File: config.mk
export PLATFORM = sky130hd
export DESIGN_NAME = subset_extract
export DESIGN_NICKNAME = d
export VERILOG_FILES = /design/src/rtl/subset_extract_pkg.sv /design/src/rtl/sxe_wrap_acc.sv /design/src/rtl/sxe_rdptr.sv /design/src/rtl/sxe_seq.sv /design/src/rtl/subset_extract.sv
export SDC_FILE = /design/constraint.sdc
export NUM_CORES = 1
export LEC_CHECK = 0
export ABC_AREA = 1
export CAP_MARGIN = 20
export CORE_UTILIZATION = 40
export CTS_CLUSTER_SIZE = 8
export DETAILED_ROUTE_END_ITERATION = 6
export GPL_TIMING_DRIVEN = 0
export HOLD_SLACK_MARGIN = 0.05
export PLACE_DENSITY = 0.6
export SKIP_LAST_GASP = 1
export SLEW_MARGIN = 10
export SYNTH_ARGS = -nofsm -noshare
export SYNTH_HDL_FRONTEND = slang
export SYNTH_HIERARCHICAL = 1
export SYNTH_SLANG_ARGS = --single-unit
export TNS_END_PERCENT = 20
File: constraint.sdc
create_clock -name clk -period 2.75 [get_ports clk]
set_input_delay 0.55 -clock clk [delete_from_list [all_inputs] [get_ports clk]]
set_output_delay 0.55 -clock clk [all_outputs]
set_load 0.03 [all_outputs]
File: src/rtl/subset_extract_pkg.sv
package subset_extract_pkg;

    typedef enum logic [3:0] {
        ST_IDLE,
        ST_OFFS,
        ST_A_RD,
        ST_A_WR,
        ST_B_RD,
        ST_B_WR,
        ST_SIG,
        ST_T_RD,
        ST_T_WR,
        ST_FIN
    } sxe_state_e;

    // accumulator command: load has priority over add
    typedef struct packed {
        logic load;
        logic add;
    } acc_cmd_t;

    localparam int SIG_LEN  = 3;
    localparam int OFS_MULT = 5;

    function automatic logic [7:0] sig_byte(input logic [1:0] k);
        case (k)
            2'd0:    return 8'h01;
            2'd1:    return 8'hFE;
            default: return 8'h80;
        endcase
    endfunction

endpackage

File: src/rtl/sxe_wrap_acc.sv
module sxe_wrap_acc #(
    parameter int IDX_W  = 13,
    parameter int STEP_W = 8,
    parameter int LEN    = 5000
) (
    input  logic                                 clk,
    input  logic                                 rst,
    input  subset_extract_pkg::acc_cmd_t         cmd_i,
    input  logic [IDX_W-1:0]                     load_val_i,
    input  logic [STEP_W-1:0]                    step_i,
    output logic [IDX_W-1:0]                     val_o
);
    localparam int SUM_W = ((IDX_W > STEP_W) ? IDX_W : STEP_W) + 1;

    logic [IDX_W-1:0] val_q;
    logic [SUM_W-1:0] sum;
    logic [SUM_W-1:0] wrapped;

    // single conditional subtraction: the step must stay below LEN
    always_comb begin
        sum = SUM_W'(val_q) + SUM_W'(step_i);
        if (sum >= SUM_W'(LEN)) begin
            wrapped = sum - SUM_W'(LEN);
        end else begin
            wrapped = sum;
        end
    end

    always_ff @(posedge clk) begin
        if (rst) begin
            val_q <= '0;
        end else if (cmd_i.load) begin
            val_q <= load_val_i;
        end else if (cmd_i.add) begin
            val_q <= IDX_W'(wrapped);
        end
    end

    assign val_o = val_q;

endmodule

File: src/rtl/sxe_rdptr.sv
module sxe_rdptr #(
    parameter int ADDR_W = 16,
    parameter int BASE   = 16'h4000,
    parameter int TOP    = 16'h7FFF
) (
    input  logic              clk,
    input  logic              rst,
    input  logic              load_i,
    input  logic              adv_i,
    output logic [ADDR_W-1:0] ptr_o
);
    logic [ADDR_W-1:0] ptr_q;

    always_ff @(posedge clk) begin
        if (rst || load_i) begin
            ptr_q <= ADDR_W'(BASE);
        end else if (adv_i) begin
            if (ptr_q == ADDR_W'(TOP)) begin
                ptr_q <= ADDR_W'(BASE);
            end else begin
                ptr_q <= ptr_q + 1'b1;
            end
        end
    end

    assign ptr_o = ptr_q;

endmodule

File: src/rtl/sxe_seq.sv
module sxe_seq
    import subset_extract_pkg::*;
#(
    parameter int ADDR_W   = 16,
    parameter int STEP_W   = 8,
    parameter int IDX_W    = 13,
    parameter int SRC_BASE = 16'h6000,
    parameter int DST_BASE = 16'h4000,
    parameter int SUB_LEN  = 500,
    parameter int TAIL_OFS = 800,
    parameter int TAIL_LEN = 100
) (
    input  logic              clk,
    input  logic              rst,
    input  logic              start_i,
    input  logic [STEP_W-1:0] step1_i,
    input  logic [STEP_W-1:0] step2_i,
    input  logic [STEP_W-1:0] shift_i,
    input  logic [IDX_W-1:0]  src_idx_i,
    input  logic [IDX_W-1:0]  ofs_idx_i,
    input  logic [7:0]        mem_rdata_i,
    output logic              busy_o,
    output logic              done_o,
    output logic              accept_o,
    output acc_cmd_t          ofs_cmd_o,
    output logic [STEP_W-1:0] ofs_step_o,
    output acc_cmd_t          idx_cmd_o,
    output logic [IDX_W-1:0]  idx_load_val_o,
    output logic [STEP_W-1:0] idx_step_o,
    output logic [ADDR_W-1:0] mem_addr_o,
    output logic              mem_re_o,
    output logic              mem_we_o,
    output logic [7:0]        mem_wdata_o
);
    localparam int IMG_LEN = 2 * SUB_LEN + SIG_LEN + TAIL_LEN;
    localparam int CNT_W   = $clog2(IMG_LEN + 1);
    localparam int REP_W   = STEP_W + 3;
    localparam logic [CNT_W-1:0] SUB_LAST  = CNT_W'(SUB_LEN - 1);
    localparam logic [CNT_W-1:0] SIG_LAST  = CNT_W'(SIG_LEN - 1);
    localparam logic [CNT_W-1:0] TAIL_LAST = CNT_W'((TAIL_LEN > 0) ? TAIL_LEN - 1 : 0);

    sxe_state_e        state_q;
    logic [STEP_W-1:0] s1_q;
    logic [STEP_W-1:0] s2_q;
    logic [REP_W-1:0]  rep_q;
    logic [CNT_W-1:0]  pcnt_q;
    logic [CNT_W-1:0]  wcnt_q;
    logic              sub_end;

    assign accept_o = (state_q == ST_IDLE) && start_i;
    assign sub_end  = (pcnt_q == SUB_LAST);

    always_ff @(posedge clk) begin
        if (rst) begin
            state_q <= ST_IDLE;
            s1_q    <= '0;
            s2_q    <= '0;
            rep_q   <= '0;
            pcnt_q  <= '0;
            wcnt_q  <= '0;
        end else begin
            case (state_q)
                ST_IDLE: begin
                    if (start_i) begin
                        s1_q    <= step1_i;
                        s2_q    <= step2_i;
                        rep_q   <= REP_W'(shift_i) * REP_W'(OFS_MULT);
                        pcnt_q  <= '0;
                        wcnt_q  <= '0;
                        state_q <= (shift_i == '0) ? ST_A_RD : ST_OFFS;
                    end
                end
                ST_OFFS: begin
                    rep_q <= rep_q - 1'b1;
                    if (rep_q == REP_W'(1)) begin
                        state_q <= ST_A_RD;
                    end
                end
                ST_A_RD: state_q <= ST_A_WR;
                ST_A_WR: begin
                    wcnt_q <= wcnt_q + 1'b1;
                    if (sub_end) begin
                        pcnt_q  <= '0;
                        state_q <= ST_B_RD;
                    end else begin
                        pcnt_q  <= pcnt_q + 1'b1;
                        state_q <= ST_A_RD;
                    end
                end
                ST_B_RD: state_q <= ST_B_WR;
                ST_B_WR: begin
                    wcnt_q <= wcnt_q + 1'b1;
                    if (sub_end) begin
                        pcnt_q  <= '0;
                        state_q <= ST_SIG;
                    end else begin
                        pcnt_q  <= pcnt_q + 1'b1;
                        state_q <= ST_B_RD;
                    end
                end
                ST_SIG: begin
                    wcnt_q <= wcnt_q + 1'b1;
                    if (pcnt_q == SIG_LAST) begin
                        pcnt_q  <= '0;
                        state_q <= (TAIL_LEN > 0) ? ST_T_RD : ST_FIN;
                    end else begin
                        pcnt_q <= pcnt_q + 1'b1;
                    end
                end
                ST_T_RD: state_q <= ST_T_WR;
                ST_T_WR: begin
                    wcnt_q <= wcnt_q + 1'b1;
                    if (pcnt_q == TAIL_LAST) begin
                        state_q <= ST_FIN;
                    end else begin
                        pcnt_q  <= pcnt_q + 1'b1;
                        state_q <= ST_T_RD;
                    end
                end
                ST_FIN:  state_q <= ST_IDLE;
                default: state_q <= ST_IDLE;
            endcase
        end
    end

    // accumulator control
    always_comb begin
        ofs_cmd_o.load = accept_o;
        ofs_cmd_o.add  = (state_q == ST_OFFS);
        ofs_step_o     = s1_q;

        idx_cmd_o.load = accept_o || ((state_q == ST_A_WR) && sub_end);
        idx_cmd_o.add  = ((state_q == ST_A_WR) && !sub_end) || (state_q == ST_B_WR);
        idx_load_val_o = accept_o ? '0 : ofs_idx_i;
        idx_step_o     = (state_q == ST_A_WR) ? s1_q : s2_q;
    end

    // SRAM command
    always_comb begin
        mem_addr_o  = '0;
        mem_re_o    = 1'b0;
        mem_we_o    = 1'b0;
        mem_wdata_o = '0;
        case (state_q)
            ST_A_RD, ST_B_RD: begin
                mem_re_o   = 1'b1;
                mem_addr_o = ADDR_W'(SRC_BASE) + ADDR_W'(src_idx_i);
            end
            ST_A_WR, ST_B_WR, ST_T_WR: begin
                mem_we_o    = 1'b1;
                mem_addr_o  = ADDR_W'(DST_BASE) + ADDR_W'(wcnt_q);
                mem_wdata_o = mem_rdata_i;
            end
            ST_SIG: begin
                mem_we_o    = 1'b1;
                mem_addr_o  = ADDR_W'(DST_BASE) + ADDR_W'(wcnt_q);
                mem_wdata_o = sig_byte(pcnt_q[1:0]);
            end
            ST_T_RD: begin
                mem_re_o   = 1'b1;
                mem_addr_o = ADDR_W'(DST_BASE) + ADDR_W'(TAIL_OFS) + ADDR_W'(pcnt_q);
            end
            default: ;
        endcase
    end

    assign busy_o = (state_q != ST_IDLE);
    assign done_o = (state_q == ST_FIN);

endmodule

File: src/rtl/subset_extract.sv
module subset_extract
    import subset_extract_pkg::*;
#(
    parameter int ADDR_W   = 16,
    parameter int STEP_W   = 8,
    parameter int SRC_BASE = 16'h6000,
    parameter int SRC_LEN  = 5000,
    parameter int DST_BASE = 16'h4000,
    parameter int SUB_LEN  = 500,
    parameter int TAIL_OFS = 800,
    parameter int TAIL_LEN = 100,
    parameter int RD_TOP   = 16'h7FFF
) (
    input  logic              clk,
    input  logic              rst,
    input  logic              start_i,
    input  logic [STEP_W-1:0] step1_i,
    input  logic [STEP_W-1:0] step2_i,
    input  logic [STEP_W-1:0] shift_i,
    input  logic              rd_adv_i,
    output logic              busy_o,
    output logic              done_o,
    output logic [ADDR_W-1:0] rd_ptr_o,
    output logic [ADDR_W-1:0] mem_addr_o,
    output logic              mem_re_o,
    output logic              mem_we_o,
    output logic [7:0]        mem_wdata_o,
    input  logic [7:0]        mem_rdata_i
);
    localparam int IDX_W = $clog2(SRC_LEN);

    logic              accept;
    acc_cmd_t          ofs_cmd;
    acc_cmd_t          idx_cmd;
    logic [STEP_W-1:0] ofs_step;
    logic [STEP_W-1:0] idx_step;
    logic [IDX_W-1:0]  idx_load_val;
    logic [IDX_W-1:0]  ofs_idx;
    logic [IDX_W-1:0]  src_idx;

    sxe_seq #(
        .ADDR_W  (ADDR_W),
        .STEP_W  (STEP_W),
        .IDX_W   (IDX_W),
        .SRC_BASE(SRC_BASE),
        .DST_BASE(DST_BASE),
        .SUB_LEN (SUB_LEN),
        .TAIL_OFS(TAIL_OFS),
        .TAIL_LEN(TAIL_LEN)
    ) u_seq (
        .clk           (clk),
        .rst           (rst),
        .start_i       (start_i),
        .step1_i       (step1_i),
        .step2_i       (step2_i),
        .shift_i       (shift_i),
        .src_idx_i     (src_idx),
        .ofs_idx_i     (ofs_idx),
        .mem_rdata_i   (mem_rdata_i),
        .busy_o        (busy_o),
        .done_o        (done_o),
        .accept_o      (accept),
        .ofs_cmd_o     (ofs_cmd),
        .ofs_step_o    (ofs_step),
        .idx_cmd_o     (idx_cmd),
        .idx_load_val_o(idx_load_val),
        .idx_step_o    (idx_step),
        .mem_addr_o    (mem_addr_o),
        .mem_re_o      (mem_re_o),
        .mem_we_o      (mem_we_o),
        .mem_wdata_o   (mem_wdata_o)
    );

    // second-subset start offset
    sxe_wrap_acc #(.IDX_W(IDX_W), .STEP_W(STEP_W), .LEN(SRC_LEN)) u_ofs_acc (
        .clk       (clk),
        .rst       (rst),
        .cmd_i     (ofs_cmd),
        .load_val_i('0),
        .step_i    (ofs_step),
        .val_o     (ofs_idx)
    );

    // running source index
    sxe_wrap_acc #(.IDX_W(IDX_W), .STEP_W(STEP_W), .LEN(SRC_LEN)) u_idx_acc (
        .clk       (clk),
        .rst       (rst),
        .cmd_i     (idx_cmd),
        .load_val_i(idx_load_val),
        .step_i    (idx_step),
        .val_o     (src_idx)
    );

    sxe_rdptr #(.ADDR_W(ADDR_W), .BASE(DST_BASE), .TOP(RD_TOP)) u_rdptr (
        .clk   (clk),
        .rst   (rst),
        .load_i(accept),
        .adv_i (rd_adv_i),
        .ptr_o (rd_ptr_o)
    );

endmodule

==> results.py <==
metrics = {
    "yosys": {
        "synth.avg_cell_area_um2": 6.44,
        "synth-main-ff-cell": "dfxtp_1",
        "syn_inst": 1239,
        "synth_edf_count": 0,
        "synthXorXnorAreaFrac_pct": 2.96,
        "synth_mux_area_share_pct": 0.125,
        "synth_seq_area_share_pct": 23.8,
        "synth_adder_area_share_pct": 7.02,
        "ys_async_sr_fraction_pct": 0,
        "synth_top_family_by_area": "simple AND/OR/NAND/NOR gates",
        "synth_cell_types": 51,
        "netlist_area_um2": 7980,
        "ys_seq_elements": 95,
        "yosysWarnings": 6,
        "synthSimpleGateAreaFrac_pct": 39.6,
        "synth_compound_area_share_pct": 15.8,
    },
    "timing": {
        "slew_headroom_pct": 47.0,
        "worstMarginPinSlew_ps": 794,
        "fin_ws_ps": -182,
        "finalMaxSlewViolations": 0,
        "clock_skew_ps": 16.9,
        "fmax_mhz": 341,
        "period_share_pct": 107,
        "hold_viol_final": 0,
        "fin_setup_tns_ps": -1820,
        "period_needed_ps": 2930,
        "setup_viol": 24,
        "rsz0062_at_grt": "true",
    },
    "routing": {
        "num_vias": 8192,
        "drt_wl_total_um": 22600,
        "wl_per_cell_um": 13.9,
        "vias_per_cell": 5.02,
        "drt_iter0_drc": 525,
        "drc": 0,
        "antenna_left": 0,
        "first_pass_iters": 5,
    },
    "layout": {
        "drive_gt1_share_pct": 17.9,
        "most-common-layout-cells": "nand2_1, inv_1, nor2_1, dfxtp_1, nand3_1",
        "area_delta_synth_final_pct": 25.1,
        "final_area_um2": 9980,
        "final_common_cell": "nand2_1",
        "diodes": 0,
        "final_nets": 1441,
        "n_fill_cell": 2017,
    },
    "floorplan": {
        "fp.coreArea_um2": 19500,
        "rows": 51,
        "die_x_um": 143,
        "die_h_um": 143,
        "io_pins": 80,
        "die_area_um2": 20500,
        "start_util_pct": 40.9,
    },
    "status": {
        "violations": "negative setup slack",
        "status": "complete, but fails checks",
    },
    "power": {
        "p_int_uw": 3480,
        "p_clk_share_pct": 21.0,
        "power.switching_uw": 2770,
        "power_leakage_uw": 0.00449,
        "swShare_pct": 44.4,
        "peakVddDrop_mv": 0.318,
        "seqPwrFrac_pct": 28.9,
        "pwr-share-comb_pct": 50.1,
        "powerDensity_nw_per_um2": 627,
    },
    "worst_setup_path": {
        "worstPathArrival_ps": 2380,
        "start_kind": "flop",
        "worstReg2RegEnd": "u_idx_acc/val_o[11]",
        "ff2ff_path_depth": 19,
        "crit_end": "mem_addr_o[10]",
        "path_max_fanout": 10,
        "endpoint_kind": "primary output",
        "cp_data_required_time_ps": 2200,
        "reg2reg_slack_ps": -90,
        "r2r-start": "u_seq/state_q[3]",
        "crit_path_start": "u_seq/state_q[3]",
        "critPathKind": "flop to primary output",
    },
    "global_route": {
        "antenna_found_initial": 0,
        "grt_pass1_vias": 7465,
        "grt_max_degree": 18,
        "grt_first_pass_wirelength_um": 37100,
        "grt.total_usage_pct": 22.7,
        "grt_overflow": 0,
    },
    "cts": {
        "clock-sinks": 95,
        "clockRootBuffer": "clkbuf_16",
        "cts_tree": "built",
        "cts_made_buffers": 9,
        "clk_pin_slew_worst_paths_ps": 80,
        "cts_max_path_buffers": 2,
        "h-tree-depth": 3,
        "clk_latency_ps": 360,
    },
    "placed_design": {
        "io_buffers": 77,
        "gp_congestion": 0.906,
        "place_area_um2": 9160,
        "dpl.hpwl_um": 17400,
    },
    "worst_hold_path": {
        "hp-class": "flop to flop",
    },
    "flow_run": {
        "maxCapViolations": 0,
    },
}
## registers in the layout, indices dropped and copies added, names as in the netlist
signal            count
u_idx_acc/val_o      13
u_seq/rep_q          11
u_seq/s2_q            8
u_seq/state_q         4
u_rdptr/ptr_o        16
u_ofs_acc/val_o      13
u_seq/pcnt_q         11
u_seq/ofs_step_o      8
u_seq/wcnt_q         11
## logic make-up (layout without fill, tap and decap cells)
group | after synthesis | count (layout)
adders and majority gates | 43 | 43
and+or+nand+nor | 670 | 670
DFF | 95 | 95
other | 2 | 14
muxes | 1 | 1
buffers and inverters | 198 | 314
xor gates and xnor gates | 27 | 27
AOI/OAI and AO/OA | 203 | 203
## critical path, stage by stage, from the launching register on
cell and delay [ps]:
dfxtp_4 370, inv_2 90, nand2_4 90, nor2_4 280, nor2_4 90, nand2_2 210, inv_2 160, o221ai_1 270
dlygate4sd2_1 440
## cell usage after synthesis, types with 5 or more instances
cell,number,share of area (%)
nand2_1,349,16
inv_1,150,7.1
nor2_1,97,4.6
dfxtp_1,95,24
nand3_1,87,5.5
a21oi_1,62,3.9
o21ai_0,54,3.4
nand2_2,43,3.4
ha_1,40,6.3
a22oi_1,27,2.5
a21oi_2,18,2.0
nand4_1,18,1.4
nor3_1,15,0.94
xnor2_1,14,1.5
clkbuf_1,13,0.61
inv_2,13,0.61
nor2_2,13,1.0
xor2_1,13,1.4
nor2_4,11,1.6
nand3_2,10,1.3
a31oi_1,8,0.63
buf_2,8,0.50
o21ai_1,8,0.50
buf_6,7,0.99
o211ai_1,7,0.66
nand2_4,6,0.85
nand3b_1,6,0.56
a31o_2,5,0.55
nand3_4,5,1.1
## final cells by class
cell class              instances  area [um^2]  share of cell area (%)
multi-input cells             958         5600                    56.1
clock buffers                   9          225                    2.26
repair buffers                101          980                    9.82
inverters                     165          622                    6.23
clock inverters                 7         77.6                   0.777
plain buffers                  32          229                    2.29
well taps                     265          332                    3.32
flip-flops and latches         95         1910                    19.2
## worst min-delay path by stage
stage / from / to / slack, ps / depth (start not counted)
finish: u_seq/s2_q[1] / u_seq/s2_q[1] / 470 / 2
global route: u_seq/s2_q[0] / u_seq/s2_q[0] / 490 / 2
CTS: u_seq/s2_q[0] / u_seq/s2_q[0] / 470 / 2
detailed placement: u_seq/s2_q[0] / u_seq/s2_q[0] / 460 / 2
global placement: u_seq/s2_q[0] / u_seq/s2_q[0] / 460 / 2
floorplan: u_seq/ofs_step_o[3] / u_seq/ofs_step_o[3] / 440 / 2
## metrics by stage
step	setup WS (ps)	hold slack [ps]	utilization [%]	power (uW)	instances
6_report	-182	467	51.1	6250	1632
4_1_cts	-223	468	50.6	6260	1625
5_1_grt	-290	490	51.1	6740	1632
2_1_floorplan	1.51	443	-	3980	1251
3_3_place_gp	-527	456	46.9	4680	1593
3_5_place_dp	-523	457	46.9	4710	1593
## power by group through the flow
| stage | combinational, uW | clock [uW] | sequential [uW] |
|---|---|---|---|
| after global placement | 2860 | 0 | 1820 |
| after global routing | 3500 | 1410 | 1840 |
| after floorplan | 2220 | 0 | 1760 |
| final | 3130 | 1310 | 1810 |
| after CTS | 3090 | 1360 | 1810 |
| after detailed placement | 2890 | 0 | 1820 |
## routing by layer
| metal | GRT usage, % | wire [um] | vias up |
|---|---|---|---|
| met5 | 0 | 0 | - |
| met4 | 6.55 | 334 | 0 |
| met3 | 2.41 | 1060 | 26 |
| met2 | 36.0 | 9960 | 224 |
| met1 | 32.3 | 11300 | 3670 |
| li1 | - | - | 4272 |
## repair_timing
item / 4_1_cts / 5_1_grt
buffers inserted: 15 / 7
resized for setup: 72 / 22
pin swaps: 26 / 19
hold buffers: 0 / 0
gates cloned: 2 / 0
setup endpoints to repair: 34 / 41
No activity file was read; power rests on OpenSTA's default activity.
